### src/rtl/clkgen_pkg.sv
package clkgen_pkg;
  localparam int unsigned N_PERIPH = 7;
  localparam int unsigned CTRL_W   = N_PERIPH + 1;

  // Peripheral strobe index; register bit is index + 1
  typedef enum logic [2:0] {
    PER_T0, PER_T1, PER_T2, PER_UART, PER_PCA, PER_WDOG, PER_CANADC
  } periph_e;

  typedef struct packed {
    logic [N_PERIPH-1:0] keep_std;
    logic                fast;
  } rate_cfg_t;
endpackage

### src/rtl/clkgen_prescaler.sv
module clkgen_prescaler #(
  parameter int unsigned STD_DIV = 2
) (
  input  logic clk,
  input  logic rst_n,
  input  logic freeze,
  output logic div_level,
  output logic rise_next,
  output logic slow_stb
);
  localparam int unsigned CW   = (STD_DIV > 2) ? $clog2(STD_DIV) : 1;
  localparam int unsigned HALF = STD_DIV / 2;
  localparam logic [CW-1:0] LAST      = CW'(STD_DIV - 1);
  localparam logic [CW-1:0] PRE_RISE  = CW'(HALF - 1);
  localparam logic [CW-1:0] HIGH_FROM = CW'(HALF);

  logic [CW-1:0] cnt_q;

  always_ff @(posedge clk) begin
    if (!rst_n)
      cnt_q <= '0;
    else if (!freeze)
      cnt_q <= (cnt_q == LAST) ? '0 : cnt_q + 1'b1;
  end

  assign div_level = (cnt_q >= HIGH_FROM);
  assign rise_next = (cnt_q == PRE_RISE);
  assign slow_stb  = (cnt_q == LAST);

  generate
    if (STD_DIV == 2) begin : g_half_checks
      p_div_toggles_r2: assert property (@(posedge clk) disable iff (!rst_n)
        !freeze |=> div_level != $past(div_level));
    end
  endgenerate

  p_div_frozen_r10: assert property (@(posedge clk) disable iff (!rst_n)
    freeze |=> $stable(div_level));
endmodule

### src/rtl/clkgen_rate_ctrl.sv
module clkgen_rate_ctrl
  import clkgen_pkg::*;
(
  input  logic              clk,
  input  logic              rst_n,
  input  logic              boot_fast,
  input  logic              wr_en,
  input  logic [CTRL_W-1:0] wr_data,
  input  logic              apply_ok,
  input  logic              div_level,
  output logic [CTRL_W-1:0] sw_q,
  output rate_cfg_t         work_q
);
  always_ff @(posedge clk) begin
    if (!rst_n)
      sw_q <= {{N_PERIPH{1'b0}}, boot_fast};
    else if (wr_en)
      sw_q <= wr_data;
  end

  // Working copy follows the software view only at a divider rise
  always_ff @(posedge clk) begin
    if (!rst_n) begin
      work_q.keep_std <= '0;
      work_q.fast     <= boot_fast;
    end else if (apply_ok) begin
      work_q <= rate_cfg_t'(sw_q);
    end
  end

  p_apply_on_rise_r7: assert property (@(posedge clk) disable iff (!rst_n)
    !$stable(work_q) |-> div_level);

  p_write_visible_r1: assert property (@(posedge clk) disable iff (!rst_n)
    wr_en |=> sw_q == $past(wr_data));
endmodule

### src/rtl/clkgen_strobes.sv
module clkgen_strobes #(
  parameter int unsigned NP = 7
) (
  input  logic          fast,
  input  logic [NP-1:0] keep_std,
  input  logic          slow_stb,
  input  logic          idle,
  input  logic          pdown,
  output logic          cpu_stb,
  output logic [NP-1:0] per_stb
);
  assign cpu_stb = ~pdown & ~idle & (fast | slow_stb);

  generate
    for (genvar i = 0; i < NP; i++) begin : g_per
      logic runs_fast;
      assign runs_fast  = fast & ~keep_std[i];
      assign per_stb[i] = ~pdown & (runs_fast | slow_stb);
    end
  endgenerate
endmodule

### src/rtl/clkgen_dual_rate.sv
module clkgen_dual_rate
  import clkgen_pkg::*;
#(
  parameter int unsigned STD_DIV = 2
) (
  input  logic                clk,
  input  logic                rst_n,
  input  logic                boot_fast,
  input  logic                cfg_we,
  input  logic [CTRL_W-1:0]   cfg_wdata,
  output logic [CTRL_W-1:0]   cfg_rdata,
  input  logic                idle_req,
  input  logic                pdown_req,
  output logic                cpu_stb,
  output logic [N_PERIPH-1:0] periph_stb,
  output logic                osc_div,
  output logic                fast_active
);
  logic      rise_next;
  logic      slow_stb;
  rate_cfg_t work;

  clkgen_prescaler #(.STD_DIV(STD_DIV)) u_pre (
    .clk       (clk),
    .rst_n     (rst_n),
    .freeze    (pdown_req),
    .div_level (osc_div),
    .rise_next (rise_next),
    .slow_stb  (slow_stb)
  );

  clkgen_rate_ctrl u_ctrl (
    .clk       (clk),
    .rst_n     (rst_n),
    .boot_fast (boot_fast),
    .wr_en     (cfg_we),
    .wr_data   (cfg_wdata),
    .apply_ok  (rise_next & ~pdown_req),
    .div_level (osc_div),
    .sw_q      (cfg_rdata),
    .work_q    (work)
  );

  clkgen_strobes #(.NP(N_PERIPH)) u_stb (
    .fast     (work.fast),
    .keep_std (work.keep_std),
    .slow_stb (slow_stb),
    .idle     (idle_req),
    .pdown    (pdown_req),
    .cpu_stb  (cpu_stb),
    .per_stb  (periph_stb)
  );

  assign fast_active = work.fast;

  p_pdown_silent_r10: assert property (@(posedge clk) disable iff (!rst_n)
    pdown_req |-> (!cpu_stb && periph_stb == '0));

  p_pdown_hold_r10: assert property (@(posedge clk) disable iff (!rst_n)
    pdown_req |=> $stable(fast_active));

  p_idle_cpu_r9: assert property (@(posedge clk) disable iff (!rst_n)
    idle_req |-> !cpu_stb);

  p_fast_cpu_r4: assert property (@(posedge clk) disable iff (!rst_n)
    (fast_active && !idle_req && !pdown_req) |-> cpu_stb);

  p_std_uniform_r6: assert property (@(posedge clk) disable iff (!rst_n)
    (!fast_active && !pdown_req) |-> (periph_stb == '0 || periph_stb == '1));

  p_std_alternate_r3: assert property (@(posedge clk) disable iff (!rst_n)
    ($past(rst_n) && !fast_active && !pdown_req && $past(!fast_active && !pdown_req))
      |-> periph_stb[0] != $past(periph_stb[0]));
endmodule

### config.mk
export PLATFORM = sky130hd
export DESIGN_NAME = clkgen_dual_rate
export DESIGN_NICKNAME = d
export VERILOG_FILES = /design/src/rtl/clkgen_pkg.sv /design/src/rtl/clkgen_prescaler.sv /design/src/rtl/clkgen_rate_ctrl.sv /design/src/rtl/clkgen_strobes.sv /design/src/rtl/clkgen_dual_rate.sv
export SDC_FILE = /design/constraint.sdc
export NUM_CORES = 1
export LEC_CHECK = 0
export BUFFER_PORTS_ARGS = -buffer_cell sky130_fd_sc_hd__buf_2
export CAP_MARGIN = 20
export CORE_MARGIN = 5
export CORE_UTILIZATION = 35
export CTS_CLUSTER_SIZE = 28
export DETAILED_ROUTE_END_ITERATION = 6
export GPL_TIMING_DRIVEN = 0
export HOLD_SLACK_MARGIN = 0.08
export MAX_ROUTING_LAYER = met4
export PLACE_DENSITY_LB_ADDON = 0.12
export SLEW_MARGIN = 25
export SYNTH_ARGS = -nofsm -noshare
export SYNTH_HDL_FRONTEND = slang
export SYNTH_SLANG_ARGS = --single-unit
export TNS_END_PERCENT = 50
### constraint.sdc
create_clock -name clk -period 1.8 [get_ports clk]
set_clock_uncertainty 0.05 [all_clocks]
set_input_delay 0.09 -clock clk [delete_from_list [all_inputs] [get_ports clk]]
set_output_delay 0.09 -clock clk [all_outputs]
set_load 0.03 [all_outputs]
==> flow_metrics.tcl <==
set metrics [dict create \
    syn_inst 87 \
    cap_violations 0 \
    gp_congestion 0.7555 \
    slowest_delay_ns 0.55 \
    cts_sinks 17 \
    num_rows 17 \
    crit_chain "dlygate4sd3_1, buf_2, buf_2, nand2_1, nand2_1, dlygate4sd3_1" \
    antenna_cells 0 \
    drt-initial-drc-count 11 \
    crit_path_top_delay_cell "dlygate4sd3_1" \
    cts_setup_buffers 0 \
    finalSetupViolations 0 \
    path_buf_inv 4 \
    reg2reg_slack_ns 0.33 \
    min_period_ns 1.668 \
    yosys.area.top_type_share_pct 37.56 \
    cts.root.buffer_cell "clkbuf_4" \
    drt_first_pass_iters 4 \
    path_class "input pin to flop" \
    grt_first_pass_wirelength_mm 3.036 \
    synth.avg_cell_area_sq_um 9.190 \
    reg2reg_from "u_pre.slow_stb" \
    crit_path_end_kind "flop" \
    portBuffers 28 \
    cp-start-kind "input pin" \
    timing.rr.end "u_ctrl.work_q[1]" \
    slew_viol_final 0 \
    hold_viol 0 \
    ys_types 17 \
    die-height_um 57.80 \
    post-dp-hpwl_mm 1.236 \
    area_growth_pct 41.63 \
    final_common_cell "buf_2" \
    cpLargestDelayFamily "buffers and inverters" \
    layout_common_cells "buf_2, dfxtp_1, nand2_1, dlygate4sd3_1, nand2b_1" \
    core_area_sq_um 2191 \
    worstPathArrival_ns 1.66 \
    rsz0062_at_grt "no" \
    rr_worst_depth 4 \
    cts_max_path_buffers 2 \
    clk_pin_slew_ns 0.10 \
    dieArea_sq_um 3340 \
    yosysTopAreaCell "dfxtp_1" \
    cp_max_fo 10 \
    final_net_count 147 \
    drive_above_1_share_pct 34.09 \
    power.density_nw_per_um2 745.1 \
    wl_per_cell_um 11.08 \
    hold_end "u_ctrl.sw_q[5]" \
    grt.overflow.total 0 \
    whs_path_depth 3 \
    syn_nets 101 \
    p_leak_uw 0.0005269 \
    ant_nets 0 \
    ys_ff_latch 17 \
    required_ns 1.79 \
    routed_via_density 4.425 \
    fin_crit_sh_pct 92.67 \
    numCtsBuffers 3 \
    antenna_found_initial 0 \
    grt_pass1_vias 665 \
    yosys_warnings 0 \
    slew_headroom_pct 83.40 \
    vias 708 \
    dieWidth_um 57.80 \
    grt_max_degree 11 \
    grt_usage_pct 11.77 \
    status "finished clean" \
    cts_tree "done" \
    drc 0 \
    stdcell_count 160 \
    timing.fmax_mhz 599.5 \
    synthesis.area_sq_um 799.5 \
    clk_latency_ns 0.28 \
    wirelength_mm 1.772 \
    io_pins 32 \
    hold_path_class "input pin to flop" \
    post-place-cells 143 \
    ir_drop_mv 0.4135 \
    synth_seq_area_share_pct 45.07 \
    worstHoldStart "cfg_we" \
    synthTopCellsByArea "dfxtp_1, mux2i_1, edfxtp_1" \
    max_slew.worst_pin.slew_ns 0.2490 \
    cts_max_level 1 \
    fin_setup_tns_ns 0 \
    initial_core_util_pct 36.49 \
]
cell families (layout without fill, tap and decap cells):
| family | count (synthesis) | after routing | synth area share [%] |
|---|---|---|---|
| AO/OA/AOI/OAI | 22 | 22 | 18.62 |
| flip-flops | 17 | 17 | 45.07 |
| buffers and inverters | 9 | 54 | 7.042 |
| multiplexers | 7 | 7 | 8.764 |
| AND/OR/NAND/NOR | 32 | 32 | 20.50 |
layer usage:
metal	GRT usage (%)	part of all wire, %	up-vias
li1	-	-	383
met1	15.99	49	300
met2	16.61	42	23
met3	2.004	7.1	2
met4	5.960	0.96	0
met5	-	0	-
registers in the layout, summed over array words and instances (netlist names):
signal / flops
u_ctrl.sw_q: 8
u_ctrl.work_q: 8
u_pre.slow_stb: 1
tightest hold or removal path, cell delays in order:
cell	delay, ns
buf_2	0.17
mux2i_1	0.16
nor2b_1	0.05
per-stage QoR:
| step | utilization, % | hold slack [ns] | setup WS (ns) | cell area [sq um] | power (uW) |
|---|---|---|---|---|---|
| after global routing | 51.68 | 0.1993 | 0.07684 | 1132 | 894.6 |
| after detailed placement | 44.49 | 0.3048 | 0.6345 | 974.7 | 632.1 |
| final | 51.68 | 0.1858 | 0.1319 | 1132 | 843.7 |
| after global placement | 44.49 | 0.2937 | 0.6590 | 974.7 | 629.8 |
| after floorplan | - | 0.2095 | 0.2010 | 799.5 | 575.2 |
| after CTS | 51.68 | 0.1763 | 0.1632 | 1132 | 856.2 |
Yosys cell counts:
cell type and n:
o211ai_1 7, buf_6 2, o21ai_1 3, nand2_1 13
nor2_1 1, inv_1 1, nor2b_1 7, buf_2 6
mux2i_1 7, or2_1 1, o21ai_2 4, nand2b_1 9
dfxtp_1 15, a21boi_2 1, edfxtp_1 2, nor3_1 1
a21oi_1 7
what timing repair did:
item / CTS / global route
endpoints found under the hold margin: 15 / 0
gates resized for setup: 0 / 0
setup endpoints to repair: 0 / 0
hold buffers: 13 / 0
cell type report:
class,instances,area (sq um)
tap,28,35.03
timing repair buffer,41,270.3
buffer,8,52.55
clock inverter,1,5.005
multi-input combinational,61,382.9
sequential,17,360.3
fill,211,1059
inverter,1,3.754
clock buffer,3,22.52
where the power goes:
group | switching, uW | internal, uW | leakage, uW
Clock | 117 | 82.4 | 0.0000177
Combinational | 135 | 88.7 | 0.000366
Sequential | 15.6 | 406 | 0.000144
worst max-delay path by stage:
| stage | to | start | depth (start not counted) | slack [ns] |
|---|---|---|---|---|
| after CTS | u_ctrl.sw_q[0] | rst_n | 6 | 0.16 |
| after global routing | u_ctrl.sw_q[0] | rst_n | 6 | 0.08 |
| after global placement | periph_stb[3] | u_pre.slow_stb | 4 | 0.66 |
| after floorplan | cpu_stb | u_pre.slow_stb | 3 | 0.20 |
| final | u_ctrl.sw_q[0] | rst_n | 6 | 0.13 |
| after detailed placement | periph_stb[3] | u_pre.slow_stb | 4 | 0.63 |
(Power assumes the default switching activity.)
